===== src/rtl/ssrx_pkg.sv =====
package ssrx_pkg;
    localparam int FRAME_W = 8;
    localparam int REG_W   = 8;
    localparam int ADDR_W  = 2;

    typedef enum logic [ADDR_W-1:0] {
        A_CTRL = 2'd0,
        A_STAT = 2'd1,
        A_DATA = 2'd2,
        A_DIV  = 2'd3
    } reg_addr_e;
endpackage


===== src/rtl/ssrx_clkgen.sv =====
module ssrx_clkgen #(
    parameter int DIV_W = 8
) (
    input  logic             clk,
    input  logic             rst_n,
    input  logic             run,
    input  logic [DIV_W-1:0] half,
    output logic             sck,
    output logic             rise
);
    typedef struct packed {
        logic             sck;
        logic [DIV_W-1:0] cnt;
    } cg_t;

    cg_t s_d, s_q;
    logic [DIV_W:0] cnt_nx;

    always_comb begin
        s_d    = s_q;
        rise   = 1'b0;
        cnt_nx = {1'b0, s_q.cnt} + 1'b1;
        if (!run) begin
            s_d.sck = 1'b1;
            s_d.cnt = '0;
        end else if (cnt_nx >= {1'b0, half}) begin
            s_d.sck = ~s_q.sck;
            s_d.cnt = '0;
            rise    = ~s_q.sck;
        end else begin
            s_d.cnt = cnt_nx[DIV_W-1:0];
        end
    end

    always_ff @(posedge clk or negedge rst_n) begin
        if (!rst_n) s_q <= '{sck: 1'b1, cnt: '0};
        else        s_q <= s_d;
    end

    assign sck = s_q.sck;


    idle_high_chk: assert property (@(posedge clk) disable iff (!rst_n)
        !run |=> sck);


    rise_only_running_chk: assert property (@(posedge clk) disable iff (!rst_n)
        rise |=> (sck && !$past(sck)));
endmodule


===== src/rtl/ssrx_edge_sync.sv =====
module ssrx_edge_sync (
    input  logic clk,
    input  logic rst_n,
    input  logic sck_raw,
    input  logic sdi_raw,
    output logic rise,
    output logic sdi_sync
);
    typedef struct packed {
        logic [2:0] ck;
        logic [1:0] dt;
    } sy_t;

    sy_t s_d, s_q;

    always_comb begin
        s_d.ck = {s_q.ck[1:0], sck_raw};
        s_d.dt = {s_q.dt[0], sdi_raw};
    end

    always_ff @(posedge clk or negedge rst_n) begin
        if (!rst_n) s_q <= '{ck: 3'b111, dt: 2'b00};
        else        s_q <= s_d;
    end

    assign rise     = s_q.ck[1] & ~s_q.ck[2];
    assign sdi_sync = s_q.dt[1];


    single_rise_chk: assert property (@(posedge clk) disable iff (!rst_n)
        rise |=> !rise);
endmodule


===== src/rtl/ssrx_shifter.sv =====
module ssrx_shifter #(
    parameter int W = ssrx_pkg::FRAME_W
) (
    input  logic         clk,
    input  logic         rst_n,
    input  logic         active,
    input  logic         rise,
    input  logic         bit_in,
    output logic         done,
    output logic [W-1:0] frame
);
    localparam int CNT_W = $clog2(W);
    localparam logic [CNT_W-1:0] LAST = CNT_W'(W - 1);

    typedef struct packed {
        logic [CNT_W-1:0] cnt;
        logic [W-1:0]     sr;
    } sh_t;

    sh_t s_d, s_q;

    always_comb begin
        s_d   = s_q;
        frame = {bit_in, s_q.sr[W-1:1]};
        done  = active && rise && (s_q.cnt == LAST);
        if (!active) begin
            s_d.cnt = '0;
        end else if (rise) begin
            s_d.sr  = frame;
            s_d.cnt = done ? '0 : s_q.cnt + 1'b1;
        end
    end

    always_ff @(posedge clk or negedge rst_n) begin
        if (!rst_n) s_q <= '0;
        else        s_q <= s_d;
    end


    abort_clears_chk: assert property (@(posedge clk) disable iff (!rst_n)
        !active |=> (s_q.cnt == '0));
endmodule


===== src/rtl/sync_serial_rx.sv =====
module sync_serial_rx
    import ssrx_pkg::*;
#(
    parameter int DIV_W = 8
) (
    input  logic              clk,
    input  logic              rst_n,
    input  logic              host_wr,
    input  logic              host_rd,
    input  logic [ADDR_W-1:0] host_addr,
    input  logic [REG_W-1:0]  host_wdata,
    output logic [REG_W-1:0]  host_rdata,
    input  logic              sck_in,
    output logic              sck_out,
    input  logic              sdi,
    output logic              irq
);
    typedef struct packed {
        logic               en;
        logic               ie;
        logic               master;
        logic [DIV_W-1:0]   half;
        logic [FRAME_W-1:0] data;
        logic               full;
        logic               ovr;
    } hr_t;

    hr_t r_d, r_q;

    logic active, m_rise, s_rise, s_sdi, rise, bit_in;
    logic done, rd_hit;
    logic [FRAME_W-1:0] frame;

    assign active = r_q.en & ~r_q.ovr;

    ssrx_clkgen #(.DIV_W(DIV_W)) u_clk (
        .clk(clk), .rst_n(rst_n), .run(active & r_q.master),
        .half(r_q.half), .sck(sck_out), .rise(m_rise)
    );

    ssrx_edge_sync u_sync (
        .clk(clk), .rst_n(rst_n), .sck_raw(sck_in), .sdi_raw(sdi),
        .rise(s_rise), .sdi_sync(s_sdi)
    );

    assign rise   = r_q.master ? m_rise : s_rise;
    assign bit_in = r_q.master ? sdi : s_sdi;

    ssrx_shifter #(.W(FRAME_W)) u_shift (
        .clk(clk), .rst_n(rst_n), .active(active), .rise(rise),
        .bit_in(bit_in), .done(done), .frame(frame)
    );

    always_comb begin
        r_d    = r_q;
        rd_hit = host_rd && (host_addr == A_DATA);
        if (host_wr) begin
            case (host_addr)
                A_CTRL: begin
                    r_d.en     = host_wdata[0];
                    r_d.ie     = host_wdata[1];
                    r_d.master = host_wdata[2];
                end
                A_STAT:  if (!host_wdata[1]) r_d.ovr = 1'b0;
                A_DIV:   r_d.half = host_wdata[DIV_W-1:0];
                default: ;
            endcase
        end
        if (rd_hit) r_d.full = 1'b0;
        if (done) begin
            if (r_q.full && !rd_hit) begin
                r_d.ovr = 1'b1;
            end else begin
                r_d.data = frame;
                r_d.full = 1'b1;
            end
        end
    end

    always_ff @(posedge clk or negedge rst_n) begin
        if (!rst_n) begin
            r_q      <= '0;
            r_q.half <= DIV_W'(1);
        end else begin
            r_q <= r_d;
        end
    end

    always_comb begin
        case (host_addr)
            A_CTRL:  host_rdata = REG_W'({r_q.master, r_q.ie, r_q.en});
            A_STAT:  host_rdata = REG_W'({r_q.ovr, r_q.full});
            A_DATA:  host_rdata = REG_W'(r_q.data);
            default: host_rdata = REG_W'(r_q.half);
        endcase
    end

    assign irq = r_q.full & r_q.ie;


    overrun_set_chk: assert property (@(posedge clk) disable iff (!rst_n)
        (done && r_q.full && !rd_hit) |=> (r_q.ovr && $stable(r_q.data)));


    locked_no_frame_chk: assert property (@(posedge clk) disable iff (!rst_n)
        r_q.ovr |-> !done);


    full_source_chk: assert property (@(posedge clk) disable iff (!rst_n)
        $rose(r_q.full) |-> $past(done));


    full_drop_chk: assert property (@(posedge clk) disable iff (!rst_n)
        $fell(r_q.full) |-> $past(rd_hit));
endmodule


===== config.mk =====
export PLATFORM = sky130hd
export DESIGN_NAME = sync_serial_rx
export DESIGN_NICKNAME = d
export VERILOG_FILES = /design/src/rtl/ssrx_pkg.sv /design/src/rtl/ssrx_clkgen.sv /design/src/rtl/ssrx_edge_sync.sv /design/src/rtl/ssrx_shifter.sv /design/src/rtl/sync_serial_rx.sv
export SDC_FILE = /design/constraint.sdc
export NUM_CORES = 1
export LEC_CHECK = 0
export ABC_AREA = 1
export BUFFER_PORTS_ARGS = -buffer_cell sky130_fd_sc_hd__buf_2
export CELL_PAD_IN_SITES_DETAIL_PLACEMENT = 0
export CELL_PAD_IN_SITES_GLOBAL_PLACEMENT = 1
export CORE_MARGIN = 8
export CORE_UTILIZATION = 40
export CTS_CLUSTER_DIAMETER = 100
export DETAILED_ROUTE_END_ITERATION = 7
export GPL_ROUTABILITY_DRIVEN = 0
export GPL_TIMING_DRIVEN = 0
export PLACE_DENSITY_LB_ADDON = 0.1
export SETUP_SLACK_MARGIN = 0.4
export SYNTH_ARGS = -nofsm -noshare
export SYNTH_HDL_FRONTEND = slang
export SYNTH_SLANG_ARGS = --single-unit

===== constraint.sdc =====
create_clock -name clk -period 3.32 [get_ports clk]
set_clock_uncertainty 0.15 [all_clocks]
set_input_delay 0.166 -clock clk [delete_from_list [all_inputs] [get_ports clk]]
set_output_delay 0.166 -clock clk [all_outputs]
set_load 0.005 [all_outputs]

; Word-level counts from Yosys, hierarchy flattened
; Cells that the tools add are included.
[totals]
reg_bits = 46
output_inout_bits = 10
word_cells = 58
[op_classes]
n_addsub = 2
n_lt_le_gt_ge = 1
eq_ne = 6
muxes = 18
n_bitwise = 8
reduce_logical = 10
[ops]
columns = operator, count
row1 = 8-bit one-hot mux with 3 select lines, 1
row2 = 1-bit two-way mux, 11
row3 = 11-bit two-way mux, 1
row4 = "8-bit by 1-bit adder with 9-bit output, second input constant", 1
row5 = 9-bit by 8-bit greater-or-equal comparator with 1-bit output, 1
row6 = 9-bit two-way mux, 1
row7 = 8-bit two-way mux, 1
row8 = 2-bit AND reduction, 4
row9 = 3-bit two-way mux, 2
row10 = 1-bit AND, 4
row11 = "2-bit == test, second input constant", 2
row12 = 1-bit logical AND, 4
row13 = 1-bit inverter, 4
row14 = "3-bit by 1-bit adder with 3-bit output, second input constant", 1
row15 = "3-bit == test, second input constant", 1
row16 = "2-bit by 1-bit == test with 1-bit output, second input constant", 1
row17 = 2-bit zero test, 1
row18 = 2-bit two-way mux, 1
row19 = "2-bit by 1-bit inequality test with 1-bit output, second input constant", 1
row20 = "2-bit inequality test, second input constant", 1
row21 = 1-bit zero test, 1

; Longest topological paths before layout
[depth]
ltp_word = 10
depth_mapped = 19
depth_no_buf = 18

; Modules after synthesis
; A second synthesis with hierarchy kept.
[unflattened]
cells_unflattened = 281
hier_area_um2 = 2302.2
[by_module_without_submodules]
columns = module, instances, cells_each, area_each_um2
row1 = sync_serial_rx, 1, 133, 1026.0
row2 = ssrx_clkgen, 1, 83, 648.1
row3 = ssrx_shifter, 1, 58, 489.2
row4 = ssrx_edge_sync, 1, 7, 138.9

; Worst setup path after synthesis
; No wires, ideal clock.
[synth_path]
path_kind = register -> register
startpoint = register u_clk.s_q[0] in the netlist's numbering
endpoint = register u_shift.s_q (netlist bit u_shift.frame[1])
arrival_time_ns = 2.102
slack_ns = 0.950
path_stages_with_launch = 19
path_buffers = 1
synth_period_minus_slack_ns = 2.370
path_cell_list = dfrtp_1 -> ha_1 -> nand3_1 -> xnor2_1 -> ha_1 -> nand2_1 -> nor2_1 -> nand2_1 -> nand3_1 -> nand2_1 -> nand2_1 -> nand2_1 -> nand2_1 -> nand3_2 -> a21oi_2 -> buf_6 -> inv_4 -> nand2_1 -> o21ai_2
[synth_via]
elab_chain_len = 6
[synth_rtl]
columns = item, line_no
row1 = from (decl), ssrx_clkgen.sv:16  ; cg_t s_d, s_q;
row2 = from (signal assigned), ssrx_clkgen.sv:36  ; if (!rst_n) s_q <= '{sck: 1'b1, cnt: '0};
row3 = 8-bit by 1-bit adder with 9-bit output, ssrx_clkgen.sv:22  ; cnt_nx = {1'b0, s_q.cnt} + 1'b1;
row4 = 9-bit by 8-bit greater-or-equal comparator with 1-bit output, ssrx_clkgen.sv:26  ; end else if (cnt_nx >= {1'b0, half}) begin
row5 = 1-bit two-way mux, ssrx_clkgen.sv:26
row6 = 1-bit two-way mux, ssrx_clkgen.sv:23  ; if (!run) begin
row7 = 1-bit two-way mux, sync_serial_rx.sv:46  ; assign rise = r_q.master ? m_rise : s_rise;
row8 = 2-bit AND reduction (no line), n/a
row9 = to (signal assigned), ssrx_shifter.sv:35  ; if (!rst_n) s_q <= '0;
row10 = to (signal assigned), ssrx_shifter.sv:36  ; else s_q <= s_d;
row11 = to (decl), ssrx_shifter.sv:20  ; sh_t s_d, s_q;
; No other way between the ends.
; A chain may end at the register's enable or synchronous reset.

; Final worst setup path
[layout_path]
startpoint = register u_clk.s_q[0] in the netlist's numbering
endpoint = register u_shift.s_q (netlist bit u_shift.frame[5])
; Same word-level chain as after synthesis.

==> impl.org <==
** STA
- Min Clock Period, post-route :: 2.65 ns
- For the pin with the worst max-slew slack, the measured transition is 0.988 ns.
- The worst path uses 79.9% of the clock period.
- In the post-route analysis, the smallest setup slack over all paths is 0.668 ns.
- Final setup TNS :: 0 ns
- Count of endpoints failing hold in the final timing report :: 0
- Slew Limit Fails :: 0
- Setup violations remaining at the end of the flow were counted as 0.
- The worst pin sits at a relative slew slack of 34.1%.
- Highest achievable clock rate :: 377 MHz
- Setup repair after global routing left no endpoint under its margin.

** Routing
- Post-route ant nets :: 0
- After detailed routing, no signal wire sits above met4.
- Starting DRT DRC Count :: 68
- In the final routing, the length of wire on met1 measures 2.17 mm.
- Routed via count divided by cell count :: 4.61
- After detailed routing, the met3 layer carries 142 um of wire.
- Final wirelength :: 4.66 mm
- DR WL met2 :: 2.28 mm
- Via count :: 1,710
- For this run, design rule violations remaining after detail routing come to 0.
- The first detailed-routing pass ran for 4 iterations.
- Average routed wire per standard cell :: 12.6 um

** Clock network
- The clock tree synthesis step divided the H-tree into 2 levels.
- The clock net in this run drives a total of 45 sinks.
- Clock edge transition at the registers on the reported setup and hold paths :: 0.08 ns
- Clock tree root buffer cell :: sky130_fd_sc_hd__clkbuf_8
- TritonCTS created 5 clock buffers.
- No sink is reached through more buffers than the 2 on the longest clock path.
- The later pin in the worst-skew pair is clocked with a latency of 0.30 ns.
- TritonCTS built the clock tree.

** Finish
- Most frequent cells in the layout :: sky130_fd_sc_hd__nand2_1, sky130_fd_sc_hd__dfrtp_1, sky130_fd_sc_hd__inv_1
- In the final design database the tool counted 325 nets.
- The number of antenna diodes in the final layout is 0.
- Registers take 1130 um2.
- End-of-flow core utilization :: 48.3%
- Layout area overhead :: 18.5%
- In the final layout, the multi-input gates occupy 897 um2.
- The finished cells cover 2610 um2.
- Fraction of final layout cells with drive strength greater than 1 :: 17.4%
- After the flow finishes, the layout carries non-filler instances totaling 371.
- The layout has 559 filler cells.
- The library cell used most frequently in the layout, excluding fill and tap cells, is sky130_fd_sc_hd__nand2_1.

** Setup path
- Top cell by count, worst path :: sky130_fd_sc_hd__nand2_1
- Type of element capturing the critical path :: flop
- Crit-path max cell delay :: 0.41 ns
- Crit path max-delay family :: simple AND/OR/NAND/NOR gates
- Together, buffers and inverters on the worst path number 2.
- Required time worst endpoint :: 3.37 ns
- Arrival @ worst endpoint :: 2.70 ns
- STA classifies the critical path startpoint as a flop.
- Crit-path max FO :: 10
- Slowest cell on crit path :: sky130_fd_sc_hd__dfrtp_1
- CP Cell Sequence :: ha_1 -> nand3_1 -> xnor2_1 -> ha_1 -> nand2_1 -> nor2_1 -> nand2_1 -> nand3_1 -> nand2_1 -> nand2_1 -> nand2_1 -> nand2_1 -> nand3_2 -> a21oi_4 -> buf_6 -> inv_4 -> nand2_1 -> o21ai_2
- Critical path class :: reg -> reg

** Global routing
- Initial antenna violation count :: 0
- Entering global routing, the biggest net connects 46 pins.
- Global router's overall resource usage :: 12.2%
- First-pass GRT wire length :: 8.04 mm
- The number of global-route vias before repair was 1,653.
- Global route overflow :: 0

** Placed design
- Detailed Place HPWL :: 3.54 mm
- Cell area after placement :: 2420 um2
- Input and output buffers added on the ports amount to 25.
- Inst Count DP :: 354
- OpenSTA, run right after detailed placement, puts the worst setup slack at 0.642 ns.

** Min path
- Worst min-delay path category :: in -> reg

** Pwr
- The internal power of the cells totals 0.000858 W.
- Switching power share of the total :: 28.5%
- Largest voltage drop on the vdd net :: 259 uV
- Per report_power, the clock group accounts for 29.4% of the total.
- Relative contribution of sequential cells to total power :: 54.6%
- Leakage power summed over all cells :: 1.36 nW
- Fraction of power consumed by combinational cells :: 16.0%
- Sw Pwr :: 0.000341 W
- For this design the ratio of total power to cell area is 460 nW/um2.

** Yosys
- Average cell area after synthesis :: 8.57 um2
- After synthesis, the netlist uses 30 different library cells.
- Post-synth EDFFs :: 0
- After synthesis, flip-flops and latches occupy 51.4% of the total area.
- Post-synthesis cell area :: 2200 um2
- Number of flip-flops and latches in the synthesized netlist :: 45
- The most used flip-flop cell after synthesis is sky130_fd_sc_hd__dfrtp_1.
- Synthesis produced 257 cells.
- Number of nets in the synthesized netlist :: 284
- Synth async-reset ratio :: 100%
- Warnings from Yosys :: 0

** Floorplanning
- In this run the horizontal extent of the chip is 90.2 um.
- In this run the count of I/O pins placed on the die edge is 26.
- Area of the core :: 5410 um2
- The die covers 8140 um2.
- Effective utilization at floorplan :: 40.7%
- Die H :: 90.2 um
- Row count :: 27

** Outcome
- Outcome :: complete, no violations

** Flow run
- Max-cap violations :: 0
Yosys cell counts, types with 2 or more instances:
library cell | instances | area share (%)
sky130_fd_sc_hd__nand2_1 | 68 | 12
sky130_fd_sc_hd__dfrtp_1 | 40 | 45
sky130_fd_sc_hd__inv_1 | 35 | 6.0
sky130_fd_sc_hd__nor2_1 | 19 | 3.2
sky130_fd_sc_hd__nand3_1 | 16 | 3.6
sky130_fd_sc_hd__o21ai_0 | 16 | 3.6
sky130_fd_sc_hd__ha_1 | 11 | 6.2
sky130_fd_sc_hd__nand4_1 | 9 | 2.6
sky130_fd_sc_hd__a21oi_1 | 7 | 1.6
sky130_fd_sc_hd__dfstp_2 | 5 | 6.0
sky130_fd_sc_hd__o21ai_2 | 4 | 1.6
sky130_fd_sc_hd__clkbuf_1 | 3 | 0.51
sky130_fd_sc_hd__o21ai_1 | 3 | 0.68
sky130_fd_sc_hd__xor2_1 | 3 | 1.2
sky130_fd_sc_hd__nor2_2 | 2 | 0.57
sky130_fd_sc_hd__xnor2_1 | 2 | 0.80
per-stage QoR:
| stage | hold slack (ns) | power [W] |
|---|---|---|
| finish | 0.0101 | 0.00120 |
| global route | 0.0164 | 0.00128 |
| CTS | 0.0169 | 0.00122 |
| detailed placement | 0.123 | 0.000854 |
| global placement | 0.123 | 0.000852 |
| floorplan | -0.280 | 0.000780 |
worst register-to-register path: cells and delay by family (launching register included):
kind	cells	cell delay [ns]
AOI/OAI and AO/OA	2	0.22
xor gates and xnor gates	1	0.18
adders and majority gates	2	0.50
buffers and inverters	2	0.22
DFF	1	0.41
and+or+nand+nor	11	0.88
cells by family (layout without fill, tap and decap cells):
| group | count (synthesis) | after routing | share of synthesized area, % |
|---|---|---|---|
| compound gates | 34 | 34 | 8.92 |
| xor+xnor | 5 | 5 | 1.99 |
| fa+ha+maj | 11 | 11 | 6.25 |
| buf+inv | 44 | 86 | 8.18 |
| flops | 45 | 45 | 51.4 |
| simple gates | 118 | 118 | 23.2 |
sequential cells by signal, indices dropped and copies added (netlist names):
signal	count
u_sync.s_d	3
u_shift.s_q	3
u_shift.frame	7
u_sync.s_q	1
u_sync.sdi_sync	1
u_clk.sck	1
u_clk.s_q	8
r_q	21
power by group through the flow:
stage | logic (W) | registers [W] | clock network (W)
4_1_cts | 0.000196 | 0.000656 | 0.000367
5_1_grt | 0.000223 | 0.000664 | 0.000390
3_3_place_gp | 0.000186 | 0.000666 | 0
6_report | 0.000191 | 0.000655 | 0.000353
2_1_floorplan | 0.000125 | 0.000655 | 0
3_5_place_dp | 0.000187 | 0.000666 | 0
layout make-up:
type / instances / area share (%)
Clock inverter: 1 / 0.288
Sequential cell: 45 / 43.4
Inverter: 38 / 5.56
Tap cell: 72 / 3.45
Multi-Input combinational cell: 168 / 34.4
Clock buffer: 7 / 3.31
Timing Repair Buffer: 34 / 8.25
Buffer: 6 / 1.34
timing repair:
action                     CTS  global route
hold endpoints to repair    49             0
setup buffers                0             0
setup endpoints to repair    0             4
resized for setup            0             1
hold buffers                 9             0
worst paths after layout:
kind / start / end / slack [ns] / depth (start not counted)
worst max-delay path: u_clk.s_q[0]$_DFF_PN0_ / u_shift.frame[5]$_DFFE_PN0P_ / 0.67 / 18
worst min-delay path: host_wdata[2] / r_q[18]$_DFFE_PN0P_ / 0.01 / 3
worst max register to register: u_clk.s_q[0]$_DFF_PN0_ / u_shift.frame[5]$_DFFE_PN0P_ / 0.67 / 18
worst min register to register: u_sync.s_d[1]$_DFF_PN0_ / u_sync.sdi_sync$_DFF_PN0_ / 0.20 / 0
max in group asynchronous: rst_n / u_clk.s_q[6]$_DFF_PN0_ / 1.99 / 2
min in group asynchronous: rst_n / u_shift.frame[0]$_DFFE_PN0P_ / 0.40 / 2
metal layers:
| metal | up-vias | track usage [%] |
|---|---|---|
| li1 | 902 | - |
| met1 | 789 | 14.8 |
| met2 | 13 | 20.1 |
| met3 | 6 | 3.16 |
| met4 | 0 | 4.99 |
| met5 | - | 0 |
Note: power is estimated with default switching activity, not from simulation.
